File: src/rtl/cru_timer_pkg.sv
package cru_timer_pkg;

  typedef enum logic [2:0] {
    REG_CTRL   = 3'd0,
    REG_MODE   = 3'd1,
    REG_CNT_LO = 3'd2,
    REG_CNT_HI = 3'd3,
    REG_CAP_LO = 3'd4,
    REG_CAP_HI = 3'd5
  } reg_addr_e;

  // control register, bit7 first
  typedef struct packed {
    logic ovf;
    logic ext;
    logic rx_clk;
    logic tx_clk;
    logic cnt_sel;
    logic ext_en;
    logic run;
    logic cap_sel;
  } ctrl_t;

  typedef struct packed {
    logic clkout_en;
    logic dir_en;
  } mode_t;

endpackage

File: src/rtl/cru_sync_edge.sv
module cru_sync_edge #(
  parameter int STAGES = 2
) (
  input  logic clk,
  input  logic rst_n,
  input  logic pin_i,
  output logic level_o,
  output logic fall_o
);
  logic [STAGES-1:0] sync_q;
  logic              last_q;

  always_ff @(posedge clk or negedge rst_n) begin
    if (!rst_n) begin
      sync_q <= '0;
      last_q <= 1'b0;
    end else begin
      sync_q <= {sync_q[STAGES-2:0], pin_i};
      last_q <= sync_q[STAGES-1];
    end
  end

  assign level_o = sync_q[STAGES-1];
  assign fall_o  = last_q & ~sync_q[STAGES-1];
endmodule

File: src/rtl/cru_prescale.sv
module cru_prescale #(
  parameter int SLOW_DIV = 12,
  parameter int FAST_DIV = 2
) (
  input  logic clk,
  input  logic rst_n,
  input  logic enable,
  input  logic fast_sel,
  output logic tick
);
  localparam int PW = $clog2(SLOW_DIV + 1);
  localparam logic [PW-1:0] SLOW_LIM = PW'(SLOW_DIV - 1);
  localparam logic [PW-1:0] FAST_LIM = PW'(FAST_DIV - 1);

  logic [PW-1:0] div_q;
  logic [PW-1:0] lim;

  assign lim  = fast_sel ? FAST_LIM : SLOW_LIM;
  assign tick = enable && (div_q >= lim);

  always_ff @(posedge clk or negedge rst_n) begin
    if (!rst_n)       div_q <= '0;
    else if (!enable) div_q <= '0;
    else if (tick)    div_q <= '0;
    else              div_q <= div_q + 1'b1;
  end
endmodule

File: src/rtl/cru_count_core.sv
module cru_count_core #(
  parameter int CNT_W = 16
) (
  input  logic               clk,
  input  logic               rst_n,
  input  logic               step,
  input  logic               up,
  input  logic               reload_mode,
  input  logic               ext_load,
  input  logic               ext_cap,
  input  logic               cnt_wr_lo,
  input  logic               cnt_wr_hi,
  input  logic               cap_wr_lo,
  input  logic               cap_wr_hi,
  input  logic [CNT_W/2-1:0] wdata,
  output logic [CNT_W-1:0]   cnt_q,
  output logic [CNT_W-1:0]   cap_q,
  output logic               ovf_evt
);
  localparam int HW = CNT_W / 2;

  // boundary of the current direction
  function automatic logic hit_limit(logic dir_up, logic [CNT_W-1:0] c,
                                     logic [CNT_W-1:0] r);
    return dir_up ? (c == {CNT_W{1'b1}}) : (c == r);
  endfunction

  // value taken after crossing the boundary
  function automatic logic [CNT_W-1:0] wrap_value(logic dir_up, logic rl,
                                                  logic [CNT_W-1:0] r);
    if (!dir_up) return {CNT_W{1'b1}};
    return rl ? r : '0;
  endfunction

  function automatic logic [CNT_W-1:0] step_value(logic dir_up,
                                                  logic [CNT_W-1:0] c);
    return dir_up ? c + 1'b1 : c - 1'b1;
  endfunction

  assign ovf_evt = step && !ext_load && hit_limit(up, cnt_q, cap_q);

  always_ff @(posedge clk or negedge rst_n) begin
    if (!rst_n) begin
      cnt_q <= '0;
    end else if (cnt_wr_lo || cnt_wr_hi) begin
      if (cnt_wr_lo) cnt_q[HW-1:0]     <= wdata;
      if (cnt_wr_hi) cnt_q[CNT_W-1:HW] <= wdata;
    end else if (ext_load) begin
      cnt_q <= cap_q;
    end else if (ovf_evt) begin
      cnt_q <= wrap_value(up, reload_mode, cap_q);
    end else if (step) begin
      cnt_q <= step_value(up, cnt_q);
    end
  end

  always_ff @(posedge clk or negedge rst_n) begin
    if (!rst_n) begin
      cap_q <= '0;
    end else if (cap_wr_lo || cap_wr_hi) begin
      if (cap_wr_lo) cap_q[HW-1:0]     <= wdata;
      if (cap_wr_hi) cap_q[CNT_W-1:HW] <= wdata;
    end else if (ext_cap) begin
      cap_q <= cnt_q;
    end
  end
endmodule

File: src/rtl/cru_timer.sv
module cru_timer
  import cru_timer_pkg::*;
#(
  parameter int CNT_W       = 16,
  parameter int TIMER_DIV   = 12,
  parameter int BAUD_DIV    = 2,
  parameter int SYNC_STAGES = 2
) (
  input  logic               clk,
  input  logic               rst_n,
  input  logic               bus_wr,
  input  logic [2:0]         bus_addr,
  input  logic [CNT_W/2-1:0] bus_wdata,
  output logic [CNT_W/2-1:0] bus_rdata,
  input  logic               trig_pin,
  input  logic               count_pin,
  output logic               ovf_flag,
  output logic               ext_flag,
  output logic               baud_tick,
  output logic               clk_out
);
  localparam int HW     = CNT_W / 2;
  localparam int N_PINS = 2;

  ctrl_t            ctrl_q;
  mode_t            mode_q;
  logic [CNT_W-1:0] cnt_q;
  logic [CNT_W-1:0] cap_q;
  logic             baud_tick_q;
  logic             clk_out_q;

  // pin synchronisers: index 0 trigger, index 1 count
  logic [N_PINS-1:0] pin_raw, pin_lvl, pin_fall;
  assign pin_raw = {count_pin, trig_pin};

  for (genvar g = 0; g < N_PINS; g++) begin : g_pin
    cru_sync_edge #(.STAGES(SYNC_STAGES)) i_sync (
      .clk    (clk),
      .rst_n  (rst_n),
      .pin_i  (pin_raw[g]),
      .level_o(pin_lvl[g]),
      .fall_o (pin_fall[g])
    );
  end

  // mode decode, named for the checker
  logic baud_mode, fast_mode, reload_mode, capture_mode, updown, count_up;
  logic clkout_en, presc_en, presc_tick, step;
  logic ext_cap, ext_load, ext_evt, ovf_evt, ctrl_wr;

  assign baud_mode    = ctrl_q.rx_clk | ctrl_q.tx_clk;
  assign clkout_en    = mode_q.clkout_en;
  assign fast_mode    = baud_mode | clkout_en;
  assign reload_mode  = !ctrl_q.cap_sel | fast_mode;
  assign capture_mode = !reload_mode;
  assign updown       = mode_q.dir_en & reload_mode & !fast_mode;
  assign count_up     = !updown | pin_lvl[0];

  assign ext_cap  = pin_fall[0] & ctrl_q.ext_en & capture_mode;
  assign ext_load = pin_fall[0] & ctrl_q.ext_en & reload_mode & !fast_mode & !updown;
  assign ext_evt  = ext_cap | ext_load;

  assign presc_en = ctrl_q.run & (fast_mode | !ctrl_q.cnt_sel);
  assign step     = fast_mode | !ctrl_q.cnt_sel ? presc_tick
                                                 : (ctrl_q.run & pin_fall[1]);

  cru_prescale #(.SLOW_DIV(TIMER_DIV), .FAST_DIV(BAUD_DIV)) i_presc (
    .clk     (clk),
    .rst_n   (rst_n),
    .enable  (presc_en),
    .fast_sel(fast_mode),
    .tick    (presc_tick)
  );

  cru_count_core #(.CNT_W(CNT_W)) i_core (
    .clk        (clk),
    .rst_n      (rst_n),
    .step       (step),
    .up         (count_up),
    .reload_mode(reload_mode),
    .ext_load   (ext_load),
    .ext_cap    (ext_cap),
    .cnt_wr_lo  (bus_wr && bus_addr == REG_CNT_LO),
    .cnt_wr_hi  (bus_wr && bus_addr == REG_CNT_HI),
    .cap_wr_lo  (bus_wr && bus_addr == REG_CAP_LO),
    .cap_wr_hi  (bus_wr && bus_addr == REG_CAP_HI),
    .wdata      (bus_wdata),
    .cnt_q      (cnt_q),
    .cap_q      (cap_q),
    .ovf_evt    (ovf_evt)
  );

  assign ctrl_wr = bus_wr && bus_addr == REG_CTRL;

  always_ff @(posedge clk or negedge rst_n) begin
    if (!rst_n) begin
      ctrl_q <= '0;
    end else if (ctrl_wr) begin
      ctrl_q <= ctrl_t'(bus_wdata[7:0]);
    end else begin
      if (ovf_evt && !baud_mode) ctrl_q.ovf <= 1'b1;
      if (ext_evt)               ctrl_q.ext <= 1'b1;
    end
  end

  always_ff @(posedge clk or negedge rst_n) begin
    if (!rst_n) begin
      mode_q      <= '0;
      baud_tick_q <= 1'b0;
      clk_out_q   <= 1'b0;
    end else begin
      if (bus_wr && bus_addr == REG_MODE) mode_q <= mode_t'(bus_wdata[1:0]);
      baud_tick_q <= ovf_evt & baud_mode;
      if (ovf_evt && clkout_en) clk_out_q <= ~clk_out_q;
    end
  end

  always_comb begin
    case (bus_addr)
      REG_CTRL:   bus_rdata = HW'(ctrl_q);
      REG_MODE:   bus_rdata = HW'(mode_q);
      REG_CNT_LO: bus_rdata = cnt_q[HW-1:0];
      REG_CNT_HI: bus_rdata = cnt_q[CNT_W-1:HW];
      REG_CAP_LO: bus_rdata = cap_q[HW-1:0];
      REG_CAP_HI: bus_rdata = cap_q[CNT_W-1:HW];
      default:    bus_rdata = '0;
    endcase
  end

  assign ovf_flag  = ctrl_q.ovf;
  assign ext_flag  = ctrl_q.ext;
  assign baud_tick = baud_tick_q;
  assign clk_out   = clk_out_q;
endmodule

File: config.mk
export PLATFORM = sky130hd
export DESIGN_NAME = cru_timer
export DESIGN_NICKNAME = d
export VERILOG_FILES = /design/src/rtl/cru_timer_pkg.sv /design/src/rtl/cru_sync_edge.sv /design/src/rtl/cru_prescale.sv /design/src/rtl/cru_count_core.sv /design/src/rtl/cru_timer.sv
export SDC_FILE = /design/constraint.sdc
export NUM_CORES = 1
export LEC_CHECK = 0
export ABC_AREA = 0
export ABC_CLOCK_PERIOD_IN_PS = 3200
export BUFFER_PORTS_ARGS = -buffer_cell sky130_fd_sc_hd__clkbuf_2
export CAP_MARGIN = 10
export CORE_ASPECT_RATIO = 1.2
export CORE_UTILIZATION = 56
export DETAILED_ROUTE_END_ITERATION = 6
export PLACE_DENSITY = 0.77
export SLEW_MARGIN = 20
export SYNTH_ARGS = -nofsm -noshare
export SYNTH_HDL_FRONTEND = slang
export SYNTH_HIERARCHICAL = 1
export SYNTH_SLANG_ARGS = --single-unit
File: constraint.sdc
create_clock -name clk -period 3.2 [get_ports clk]
set_clock_uncertainty 0.1 [all_clocks]
set_input_delay 0.64 -clock clk [delete_from_list [all_inputs] [get_ports clk]]
set_output_delay 0.64 -clock clk [all_outputs]
set_load 0.02 [all_outputs]
# After elaboration in Yosys (flattened, before gate mapping)

Index checks and enable logic that the tools add are counted.

Logic and storage cells: 113
Register bits after elaboration: 54
Output and inout port bits: 12
Input bits: 16

Bitwise logic cells: 21
Reductions and logical operators: 29
Multiplexer cells: 27
Magnitude comparators: 1
Equal/unequal tests: 11
$add $sub $neg: 3

Operator list:

| operator                | number |
|---|---|
| $mux W16                | 10 |
| $pmux W8 S6             | 1 |
| $mux W8                 | 4 |
| $add A16 B1 Y16 const B | 1 |
| $eq A16 B16 Y1          | 1 |
| $eq A16 B16 Y1 const B  | 1 |
| $sub A16 B1 Y16 const B | 1 |
| $and A1 B1 Y1           | 12 |
| $mux W4                 | 3 |
| $logic_and A1 B1 Y1     | 11 |
| $mux W1                 | 8 |
| $ne A2 B1 Y1 const B    | 4 |
| $reduce_and A2 Y1       | 4 |
| $logic_not A1 Y1        | 7 |
| $eq A3 B2 Y1 const B    | 2 |
| $eq A3 B3 Y1 const B    | 2 |
| $or A1 B1 Y1            | 6 |
| $reduce_bool A2 Y1      | 3 |
| $add A4 B1 Y4 const B   | 1 |
| $ge A4 B4 Y1            | 1 |
| $reduce_bool A4 Y1      | 1 |
| $eq A3 B1 Y1 const B    | 1 |
| $logic_not A3 Y1        | 1 |
| $not A1 Y1              | 3 |
| 2 further kinds         | 3 |

# Logic depth before layout (Yosys ltp)

Gate-level depths: netlist of run 1.

Depth after elaboration: 17
Mapped depth: 16
Depth with buffers taken out: 15

# Cells and area by module

Netlist of run 1, hierarchy kept.

By module, submodules not included:

| module         | times used | area each (µm²) | cells an instance |
|---|---|---|---|
| cru_count_core | 1          | 3079.2          | 397 |
| cru_timer      | 1          | 943.4           | 95 |
| cru_prescale   | 1          | 207.7           | 19 |
| cru_sync_edge  | 2          | 88.8            | 4 |

# Worst setup path before layout of run 1

No wires, ideal clock.

Kind: register to register
Start: register mode_q (netlist bit clkout_en)
End: register i_core.cnt_q[9]
Required time: 2972 ps
Buffers on the path: 2
Arrival time: 3171 ps
Stages on the path, launching flop included: 17
Library setup time: 128 ps
Path slack: -199 ps
Period minus slack after synthesis: 3399 ps
Cell sequence: dfrtp_1 nor3_2 inv_1 ha_1 a211o_1 a21oi_1 nor2_1 a21boi_0 a41o_1 nand3b_1 a311oi_1 o211ai_1 or4b_1 buf_2 buf_6 nor4_2 nor3_1

RTL lines:

| what                                          | line                                | text |
|---|---|---|
| start: declaration                            | cru_timer.sv:26                     | `mode_t mode_q;` |
| start signal: assignment                      | cru_timer.sv:112                    | `if (bus_wr && bus_addr == REG_MODE) mode_q <= mode_t'(bus_wdata[1:0]);` |
| $or A1 B1 Y1 (*)                              | cru_timer.sv:53                     | `assign fast_mode = baud_mode \| clkout_en;` |
| named net fast_mode                           | cru_timer.sv:47                     | `logic baud_mode, fast_mode, reload_mode, capture_mode, updown, count_up;` |
| $mux W4 or $or A1 B1 Y1 (tied branches)       | cru_prescale.sv:18, cru_timer.sv:63 |  |
| $ge A4 B4 Y1 or $and A1 B1 Y1 (tied branches) | cru_prescale.sv:19, cru_timer.sv:63 |  |
| $logic_and A1 B1 Y1 (*)                       | cru_prescale.sv:19                  | `assign tick = enable && (div_q >= lim);` |
| named net presc_tick                          | cru_timer.sv:48                     | `logic clkout_en, presc_en, presc_tick, step;` |
| $mux W1 (*)                                   | cru_timer.sv:64                     | `assign step = fast_mode \| !ctrl_q.cnt_sel ? presc_tick` |
| named net step                                | cru_timer.sv:48                     |  |
| $logic_and A1 B1 Y1 (2 in a row)              | cru_count_core.sv:40                | `assign ovf_evt = step && !ext_load && hit_limit(up, cnt_q, cap_q);` |
| $mux W16                                      | cru_count_core.sv:50                | `end else if (ovf_evt) begin` |
| $mux W16                                      | cru_count_core.sv:48                | `end else if (ext_load) begin` |
| $mux W16                                      | cru_count_core.sv:45                | `end else if (cnt_wr_lo \|\| cnt_wr_hi) begin` |
| end signal: indexed assignment                | cru_count_core.sv:46                | `if (cnt_wr_lo) cnt_q[HW-1:0] <= wdata;` |
| end signal: assignment                        | cru_count_core.sv:49                | `cnt_q <= cap_q;` |
| end signal: assignment                        | cru_count_core.sv:51                | `cnt_q <= wrap_value(up, reload_mode, cap_q);` |
| end: declaration                              | cru_count_core.sv:16                | `output logic [CNT_W-1:0] cnt_q,` |

The timed path passes the listed nets; every way through them passes the cells marked *. The select of a mux whose other input is x is not followed.
A chain may end at the register's enable or synchronous reset.

# Worst setup path in the final report of run 1

Start: register ctrl_q[5] (netlist name)
End: register i_core.cnt_q[15]

RTL lines:

| what                                          | line                                | text |
|---|---|---|
| start: declaration                            | cru_timer.sv:25                     | `ctrl_t ctrl_q;` |
| start signal: assignment                      | cru_timer.sv:99                     | `ctrl_q <= ctrl_t'(bus_wdata[7:0]);` |
| $or A1 B1 Y1 (*)                              | cru_timer.sv:51                     | `assign baud_mode = ctrl_q.rx_clk \| ctrl_q.tx_clk;` |
| $or A1 B1 Y1 (*)                              | cru_timer.sv:53                     |  |
| named net fast_mode                           | cru_timer.sv:47                     |  |
| $mux W4 or $or A1 B1 Y1 (tied branches)       | cru_prescale.sv:18, cru_timer.sv:63 |  |
| $ge A4 B4 Y1 or $and A1 B1 Y1 (tied branches) | cru_prescale.sv:19, cru_timer.sv:63 |  |
| $logic_and A1 B1 Y1 (*)                       | cru_prescale.sv:19                  |  |
| named net presc_tick                          | cru_timer.sv:48                     |  |
| $mux W1 (*)                                   | cru_timer.sv:64                     |  |
| named net step                                | cru_timer.sv:48                     |  |
| $logic_and A1 B1 Y1 (2 in a row)              | cru_count_core.sv:40                |  |
| $mux W16                                      | cru_count_core.sv:50                |  |
| $mux W16                                      | cru_count_core.sv:48                |  |
| $mux W16                                      | cru_count_core.sv:45                |  |

Marked as above.

==> out/metrics.cfg, run 1 <==
[power_and_ir_drop]
p_clk_share_pct=13.9
p_sw_share_pct=45.2
cell_internal_pwr_mw=1.94
p_total_mw=3.53
total_leakage_power_nw=2.33
powerDensity_nw_per_um2=675
seqPwrFrac_pct=36.5
switchingPower_mw=1.60
irDropWorstVdd_mv=0.369
p_comb_share_pct=49.7

[floorplan]
dieArea_um2=8230
fp.dieH_um=99.2
rows=35
initial_core_util_pct=57.5
die_w_um=83.0
core_area_um2=7660
io-pin-count=28

[yosys]
syn_area_um2=4410
synth_flop_cell=dfrtp_1
syn_inst=519
yosys-top-cells-area=dfrtp_1 31%, mux2i_1 7.0%, nand2_1 5.8%, a21oi_1 5.0%, ha_1 4.8%
synth_cell_types=73
yosysTopAreaCell=dfrtp_1
yosysWarnings=6
ys_seq_area_share_pct=30.7
yosysTopAreaCellShare_pct=30.7
syn_nets=553
synth-async-reset-ratio_pct=100
synth_edf_count=0
synth_area_per_cell_um2=8.49
synth-seq-cells=54

[global_routing]
grt_overflow=0
grt_max_degree=33
grt_first_pass_wirelength_mm=22.7
first_global_vias=4403
track_usage_pct=35.1
antenna_found_initial=0

[final_layout]
finish.utilization_pct=68.3
layout-drive-gt1-share_pct=26.1
final_common_cell=nand2_1
synthToLayoutAreaGrowth_pct=18.7
antennaDiodeCount=0
finalInstanceArea_um2=5230
final_cells=679
final_cell_mix=67 x nand2_1, 56 x buf_4, 54 x dfrtp_1
final_nets=620

[timing]
post-route-period-util_pct=105
rsz0062_at_grt=true
fmax_ghz=0.298
setup_viol=15
hold_violations=0
min_period_ns=3.35
tightestPinTransition_ns=0.754
setup_tns_ns=-1.39
final_max_slew_viol_count=0
fin_ws_ns=-0.154
relSlewSlack_pct=49.5

[hold_path]
hold_class=input pin to asynchronous set/reset pin

[setup_path]
critPathCaptureType=register
criticalPathCategory=register to register
reg2reg_depth=15
cp_data_required_time_ns=3.30
start_kind=register
crit_fanout=8
cp.arrival_ns=3.45

[clock_tree]
ctsHoldBuffers=0
clk_pin_slew_worst_paths_ns=0.11
numCtsBuffers=5
clockRootBuffer=clkbuf_8
clk_latency_ns=0.32
htree_levels=2
cts_tree=done
clock_path_buffers=2
clock_sinks=54

[detailed_routing]
wl_per_cell_um=21.1
avgViaCountPerCell=6.58
antenna_left=0
drt_first_pass_iters=6
drt_iter0_drc=427
routed_wirelength_mm=14.3
drc=0
dr_total_vias=4465

[placed_design]
dpl_cell_area_um2=4890
place.gp.congestion=0.948
hpwl_mm=10.3
portBuffers=27
dpl.cell_count=663

[status]
status=finished with violations
violations=negative setup slack

[run]
cap_violations=0

## what timing repair did
item	4_1_cts	5_1_grt
resized for setup	17	29
hold endpoints to repair	0	0
pin swaps	13	7
cloned	0	1
setup buffers	9	0
setup endpoints to repair	13	19
## per-layer routing
| layer | vias up | global-route usage (%) | routed length [um] |
|---|---|---|---|
| met3 | 69 | 3.15 | 1010 |
| met1 | 2093 | 42.6 | 5420 |
| met2 | 270 | 61.1 | 6940 |
| met5 | - | 0 | 0 |
| met4 | 0 | 20.0 | 938 |
| li1 | 2033 | - | - |
## state kept, by name, summed over array words and instances (netlist names)
signal / cells
g_pin.i_sync/last_q: 2
mode_q: 1
ext_flag: 1
i_core/cap_q: 16
ovf_flag: 1
clkout_en: 1
g_pin.i_sync/sync_q: 4
ctrl_q: 6
baud_tick: 1
clk_out: 1
i_presc/div_q: 4
i_core/cnt_q: 16
## per-stage QoR
| step | hold slack [ns] | worst slack (ns) |
|---|---|---|
| final | 0.192 | -0.154 |
| after detailed placement | 0.239 | -0.158 |
| after global routing | 0.226 | -0.290 |
| after CTS | 0.203 | -0.172 |
| after floorplan | 0.231 | -0.0953 |
| after global placement | 0.232 | -0.0770 |
## power by group through the flow
stage          Clock, mW  Combinational [mW]  Sequential, mW
5_1_grt            0.510                1.92            1.30
3_3_place_gp           0                1.55            1.26
2_1_floorplan          0                1.14            1.11
4_1_cts            0.487                1.66            1.26
6_report           0.490                1.75            1.29
3_5_place_dp           0                1.59            1.28
## path summary, 6_finish.rpt
kind                            slack [ns]                       from                         to
worst max-delay path                 -0.15                  ctrl_q[5]           i_core/cnt_q[15]
min in group clk                      0.26  g_pin[1].i_sync/sync_q[0]  g_pin[1].i_sync/sync_q[1]
max in group asynchronous             1.93                      rst_n            i_core/cap_q[7]
worst max register to register       -0.15                  ctrl_q[5]           i_core/cnt_q[15]
worst min-delay path                  0.19                      rst_n  g_pin[1].i_sync/sync_q[1]
worst min register to register        0.26  g_pin[1].i_sync/sync_q[0]  g_pin[1].i_sync/sync_q[1]
## worst max-delay path, cell delays in order (launching register included)
cell and delay, ns:
dfrtp_1 0.42, nor3_4 0.21, inv_2 0.08, ha_4 0.26
a211o_1 0.15, a21oi_2 0.07, nor2_1 0.09, a21boi_2 0.16
a41o_1 0.13, nand3b_1 0.09, a311oi_2 0.21, o211ai_1 0.15
or4b_4 0.63, buf_8 0.19, o31ai_4 0.22, a31oi_1 0.06
## cell families after synthesis
logic type	count (synthesis)	synth area share [%]
AOI/OAI and AO/OA	157	23.2
muxes	45	11.0
adders and majority gates	18	5.28
xor gates and xnor gates	21	4.17
and+or+nand+nor	177	19.9
buffers and inverters	47	5.79
DFF	54	30.7
## synthesized netlist by cell type (4+ instances only)
library cell	n
a21oi_1	44
a221oi_1	5
a22oi_1	7
a311oi_1	4
a31oi_1	7
and3_1	5
buf_4	4
clkbuf_1	14
clkbuf_8	4
dfrtp_1	54
ha_1	17
inv_1	17
mux2_2	11
mux2i_1	31
nand2_1	68
nand2b_1	9
nand3_1	9
nor2_1	41
nor2b_1	7
nor3_1	13
o211ai_1	4
o21ai_0	36
o22ai_1	10
o31ai_1	5
xnor2_1	11
xor2_1	10
## layout make-up
type	instances	area (um^2)
multi-input cells	418	2960
fillers	620	2430
flip-flops and latches	54	1350
repair buffers	88	616
well taps	92	115
inverters	19	76.3
clock buffers	5	68.8
clock inverters	3	48.8
(Power assumes the default switching activity.)
==> inputs of run 2 (changes only) <==
GPL_ROUTABILITY_DRIVEN = 0   (was unset)
REMOVE_ABC_BUFFERS = 1   (was unset)
==> run 2 against run 1 <==
The flow still finishes with violations (negative setup slack); critical endpoint is now i_core/cnt_q[0]; global-route usage up 0.19 points; sequential cell count unchanged; clock power up 16%; fmax is 4.1% lower; sequential share of layout area increased by 0.068 points; wire length up 0.59%; largest cell class unchanged; non-clock buffer count grew 2; sequential power is essentially flat.
==> out/metrics.cfg, run 2 (synthesized netlist as in run 1, its figures left out) <==
[global_routing]
antenna_found_initial=0  ; unchanged
grt_first_pass_wirelength_mm=23.3  ; was 22.7 mm
track_usage_pct=35.3  ; was 35.1%
first_global_vias=4644  ; was 4403
grt_overflow=0  ; unchanged
grt_max_degree=29  ; was 33

[setup_path]
start_kind=register  ; unchanged
crit_chain=nor3_2 -> inv_1 -> ha_1 -> a211o_1 -> a21oi_2 -> nor2_1 -> a21boi_2 -> a41o_1 -> nand3b_1 -> a311oi_2 -> o211ai_1 -> or4b_4 -> buf_6 -> mux2_4 -> o221ai_2  ; was nor3_4 -> inv_2 -> ha_4 -> a211o_1 -> a21oi_2 -> nor2_1 -> a21boi_2 -> a41o_1 -> nand3b_1 -> a311oi_2 -> o211ai_1 -> or4b_4 -> buf_8 -> o31ai_4 -> a31oi_1
cp.arrival_ns=3.64  ; was 3.45 ns
critical-path-max-stage-delay_ns=0.58  ; was 0.63 ns
criticalPathCategory=register to register  ; unchanged
slowest_stage=or4b_4  ; unchanged
cp_top_family=compound AO/OA/AOI/OAI gates  ; unchanged
crit_buf_inv=2  ; unchanged
cp_data_required_time_ns=3.34  ; was 3.30 ns
critPathCaptureType=register  ; unchanged
crit_fanout=6  ; was 8

[clock_tree]
cts_tree=done  ; unchanged
htree_levels=2  ; unchanged
clk_latency_ns=0.31  ; was 0.32 ns
clk_pin_slew_worst_paths_ns=0.10  ; was 0.11 ns
numCtsBuffers=5  ; unchanged
clockRootBuffer=clkbuf_8  ; unchanged
clock_path_buffers=2  ; unchanged
clock_sinks=54  ; unchanged

[timing]
fin_ws_ns=-0.299  ; was -0.154 ns
post-route-period-util_pct=109  ; was 105%
tightestPinTransition_ns=0.798  ; was 0.754 ns
setup_tns_ns=-3.65  ; was -1.39 ns
hold_violations=0  ; unchanged
relSlewSlack_pct=46.8  ; was 49.5%
rsz0062_at_grt=true  ; unchanged
min_period_ns=3.50  ; was 3.35 ns
final_max_slew_viol_count=0  ; unchanged
setup_viol=18  ; was 15
fmax_ghz=0.286  ; was 0.298 GHz

[final_layout]
layout-drive-gt1-share_pct=25.1  ; was 26.1%
reg.largest.list=i_core/cap_q x16, i_core/cnt_q x16, ctrl_q x6  ; unchanged
synthToLayoutAreaGrowth_pct=18.4  ; was 18.7%
final_nets=622  ; was 620
final_cell_mix=67 x nand2_1, 60 x buf_4, 54 x dfrtp_1  ; was 67 x nand2_1, 56 x buf_4, 54 x dfrtp_1
final_common_cell=nand2_1  ; unchanged
final_cells=681  ; was 679
antennaDiodeCount=0  ; unchanged
fillers=595  ; was 620

[power_and_ir_drop]
total_leakage_power_nw=2.36  ; was 2.33 nW
irDropWorstVdd_mv=0.462  ; was 0.369 mV
powerDensity_nw_per_um2=688  ; was 675 nW/um^2
p_total_mw=3.59  ; was 3.53 mW

[floorplan]
die_w_um=83.0  ; unchanged
io-pin-count=28  ; unchanged
fp.dieH_um=99.2  ; unchanged
rows=35  ; unchanged
dieArea_um2=8230  ; unchanged
core_area_um2=7660  ; unchanged
initial_core_util_pct=57.5  ; unchanged

[detailed_routing]
dr_total_vias=4629  ; was 4465
drt_iter0_drc=591  ; was 427
routed_wirelength_mm=14.4  ; was 14.3 mm
drt_first_pass_iters=7  ; was 6
antenna_left=0  ; unchanged
avgViaCountPerCell=6.80  ; was 6.58
wl_per_cell_um=21.1  ; about the same
drc=0  ; unchanged

[placed_design]
dpl.cell_count=671  ; was 663
portBuffers=27  ; unchanged
hpwl_mm=10.4  ; was 10.3 mm

[status]
violations=negative setup slack  ; unchanged
status=finished with violations  ; unchanged

[run]
cap_violations=0  ; unchanged

[hold_path]
hold_class=register to register  ; was input pin to asynchronous set/reset pin

run 2: metal layers:
| layer | wire length (um) | global-route usage [%] | up-vias | share of wire (%) |
|---|---|---|---|---|
| met3 | 1100 | 4.90 | 106 | 7.7 |
| li1 | - | - | 2039 | - |
| met2 | 7050 | 60.8 | 312 | 49 |
| met4 | 921 | 21.2 | 0 | 6.4 |
| met5 | 0 | 0 | - | 0 |
| met1 | 5330 | 41.9 | 2172 | 37 |
run 2: final cells by class:
type / instances / area (um^2) / area share (%)
timing repair buffer: 90 / 619 / 11.9
clock inverter: 2 / 60.1 / 1.15
sequential: 54 / 1350 / 25.9
inverter: 19 / 76.3 / 1.46
clock buffer: 6 / 82.6 / 1.58
multi-input combinational: 418 / 2910 / 55.8
tap: 92 / 115 / 2.21
run 2: timing repair:
action	CTS	global route
endpoints found under the setup margin	18	19
hold buffers	0	0
buffers inserted	3	1
cloned	1	0
pin swaps	11	7
gates resized for setup	20	13
run 2: per-stage QoR:
stage	instance area, um^2	utilization (%)	setup slack (ns)	hold slack [ns]
3_3_place_gp	4940	64.4	-0.154	0.237
2_1_floorplan	4220	-	-0.597	0.231
3_5_place_dp	4940	64.4	-0.260	0.248
5_1_grt	5220	68.1	-0.468	0.284
6_report	5220	68.1	-0.299	0.272
4_1_cts	5180	67.6	-0.164	0.269
run 2: final timing paths:
path                                            from                         to  slack [ns]  cells after the start
min in group asynchronous                      rst_n           i_presc/div_q[3]        0.28                      1
max in group asynchronous                      rst_n                  baud_tick        1.87                      2
max reg2reg                                clkout_en            i_core/cnt_q[0]       -0.30                     15
max                                        clkout_en            i_core/cnt_q[0]       -0.30                     15
min reg2reg                g_pin[1].i_sync/sync_q[0]  g_pin[1].i_sync/sync_q[1]        0.27                      0
min                        g_pin[1].i_sync/sync_q[0]  g_pin[1].i_sync/sync_q[1]        0.27                      0
run 2: power by group:
group	leakage (nW)	total [mW]	switching, mW	internal [mW]
combinational	1.62	1.74	0.922	0.814
clock	0.0714	0.570	0.236	0.334
sequential	0.668	1.28	0.410	0.871
total	2.36	3.59	1.57	2.02
==> inputs of run 3 (changes only) <==
CORE_UTILIZATION = 57   (was 56)
CTS_BUF_LIST = sky130_fd_sc_hd__clkbuf_8   (was unset)
PLACE_DENSITY = 0.79   (was 0.77)
==> run 3 against run 2 <==
The run still ends with negative setup slack left; sequential cell count is the same; cell count is 0.29% higher; via count increased by 2.4%; critical path type unchanged; highest routed layer unchanged.
==> out/metrics.cfg, run 3 (synthesized netlist as in run 1, its figures left out) <==
[global_routing]
grt_overflow=0  ; unchanged
first_global_vias=4481  ; was 4644
track_usage_pct=36.9  ; was 35.3%
grt_first_pass_wirelength_mm=22.4  ; was 23.3 mm
met3_usage_pct=8.13  ; was 4.90%
grt_max_degree=32  ; was 29
top_usage_layer=met2  ; unchanged
grt_util_met2_pct=59.3  ; was 60.8%
antenna_found_initial=0  ; unchanged
use_met1_pct=43.5  ; was 41.9%

[setup_path]
critPathCaptureType=register  ; unchanged
slowest_stage=or4b_1  ; was or4b_4
critical-path-max-stage-delay_ns=0.58  ; about the same
crit_chain=nor3_2 -> inv_2 -> ha_4 -> a211o_1 -> a21oi_2 -> nor2_1 -> a21boi_2 -> a41o_1 -> nand3b_1 -> a311oi_1 -> o211ai_1 -> or4b_1 -> buf_6 -> buf_8 -> buf_6 -> mux2i_2 -> a21oi_1  ; was nor3_2 -> inv_1 -> ha_1 -> a211o_1 -> a21oi_2 -> nor2_1 -> a21boi_2 -> a41o_1 -> nand3b_1 -> a311oi_2 -> o211ai_1 -> or4b_4 -> buf_6 -> mux2_4 -> o221ai_2
crit_buf_inv=4  ; was 2
cp_data_required_time_ns=3.33  ; was 3.34 ns
cp_top_family=simple AND/OR/NAND/NOR gates  ; was compound AO/OA/AOI/OAI gates
criticalPathCategory=register to register  ; unchanged
crit_fanout=6  ; unchanged
cpMostUsedCell=buf_6
cp.arrival_ns=3.67  ; was 3.64 ns
start_kind=register  ; unchanged

[placed_design]
pre_cts_ws_ns=-0.286  ; was -0.260 ns
portBuffers=27  ; unchanged
hpwl_mm=10.3  ; was 10.4 mm
dpl.cell_count=667  ; was 671

[power_and_ir_drop]
irDropWorstVdd_mv=0.354  ; was 0.462 mV
total_leakage_power_nw=2.37  ; was 2.36 nW
powerDensity_nw_per_um2=659  ; was 688 nW/um^2

[detailed_routing]
wl_per_cell_um=21.5  ; was 21.1 um
antenna_left=0  ; unchanged
routed_wirelength_mm=14.7  ; was 14.4 mm
drt_first_pass_iters=6  ; was 7
dr_total_vias=4739  ; was 4629
drc=0  ; unchanged
drt_iter0_drc=653  ; was 591
avgViaCountPerCell=6.94  ; was 6.80

[clock_tree]
numCtsBuffers=5  ; unchanged
clock_path_buffers=2  ; unchanged
cts_tree=done  ; unchanged
htree_levels=2  ; unchanged
clockRootBuffer=clkbuf_8  ; unchanged
ctsHoldBuffers=0  ; unchanged
clk_pin_slew_worst_paths_ns=0.11  ; was 0.10 ns
clock_sinks=54  ; unchanged
clk_latency_ns=0.33  ; was 0.31 ns

[final_layout]
finish.utilization_pct=71.7  ; was 68.1%
final_cells=683  ; was 681
final_nets=626  ; was 622
reg.largest.list=i_core/cap_q x16, i_core/cnt_q x16, ctrl_q x6  ; unchanged
final_cell_mix=67 x nand2_1, 61 x buf_4, 54 x dfrtp_1  ; was 67 x nand2_1, 60 x buf_4, 54 x dfrtp_1
antennaDiodeCount=0  ; unchanged
fillers=551  ; was 595
multi_input_area_um2=2960  ; was 2910 um^2
regArea_um2=1350  ; unchanged
layout-drive-gt1-share_pct=26.5  ; was 25.1%
synthToLayoutAreaGrowth_pct=19.6  ; was 18.4%
final_common_cell=nand2_1  ; unchanged

[timing]
fin_ws_ns=-0.344  ; was -0.299 ns
rsz0062_at_grt=true  ; unchanged
fmax_ghz=0.282  ; was 0.286 GHz
relSlewSlack_pct=50.7  ; was 46.8%
final_max_slew_viol_count=0  ; unchanged
tightestPinTransition_ns=0.739  ; was 0.798 ns
hold_violations=0  ; unchanged
min_period_ns=3.54  ; was 3.50 ns
post-route-period-util_pct=111  ; was 109%
setup_viol=16  ; was 18

[status]
violations=negative setup slack  ; unchanged
status=finished with violations  ; unchanged

[floorplan]
initial_core_util_pct=59.9  ; was 57.5%
rows=34  ; was 35
core_area_um2=7360  ; was 7660 um^2
fp.dieH_um=98.3  ; was 99.2 um
io-pin-count=28  ; unchanged
dieArea_um2=8090  ; was 8230 um^2
die_w_um=82.3  ; was 83.0 um

[run]
cap_violations=0  ; unchanged

[hold_path]
hold_class=input pin to asynchronous set/reset pin  ; was register to register

run 3: metrics by stage:
stage	area [um^2]	setup TNS, ns	hold slack, ns	total power [mW]
finish	5270	-3.31	0.197	3.48
CTS	5110	-2.33	0.226	3.30
global placement	4930	-1.07	0.235	2.78
floorplan	4220	-7.27	0.231	2.21
global route	5270	-5.28	0.256	3.67
detailed placement	4930	-2.62	0.240	2.85
run 3: layer usage:
layer | vias to the layer above | share of wire, %
met5 | - | 0
met4 | 0 | 6.9
met3 | 101 | 9.6
met2 | 355 | 47
met1 | 2239 | 36
li1 | 2044 | -
run 3: path summary, 6_finish.rpt:
check	start	slack, ns	to	cells after the start
worst max-delay path	clkout_en	-0.34	i_core/cnt_q[10]	17
worst min-delay path	rst_n	0.20	i_core/cap_q[13]	1
worst max register to register	clkout_en	-0.34	i_core/cnt_q[10]	17
worst min register to register	g_pin[1].i_sync/sync_q[0]	0.27	g_pin[1].i_sync/sync_q[1]	0
max in group asynchronous	rst_n	1.94	i_core/cap_q[1]	2
min in group clk	g_pin[1].i_sync/sync_q[0]	0.27	g_pin[1].i_sync/sync_q[1]	0
run 3: timing repair:
item,4_1_cts,5_1_grt
endpoints found under the hold margin,0,0
gates resized for setup,14,25
pin swaps,15,20
setup endpoints to repair,16,19
buffers inserted,19,5
run 3: power by group:
| group | internal (mW) | switching, mW | total, mW |
|---|---|---|---|
| combinational | 0.826 | 0.947 | 1.77 |
| clock | 0.159 | 0.257 | 0.416 |
| sequential | 0.871 | 0.416 | 1.29 |
| total | 1.86 | 1.62 | 3.48 |
run 3: area by class of cell:
type,count,area share [%]
multi-input combinational,418,56.2
tap,90,2.14
clock buffer,5,1.30
timing repair buffer,94,12.9
clock inverter,3,0.498
sequential,54,25.6
inverter,19,1.35
run 3: worst register-to-register path, cell delays in order, from the launching register on:
cell	delay (ns)
dfrtp_1	0.40
nor3_2	0.25
inv_2	0.09
ha_4	0.26
a211o_1	0.14
a21oi_2	0.06
nor2_1	0.08
a21boi_2	0.15
a41o_1	0.14
nand3b_1	0.09
a311oi_1	0.24
o211ai_1	0.17
or4b_1	0.58
buf_6	0.17
buf_8	0.13
buf_6	0.12
mux2i_2	0.18
a21oi_1	0.09
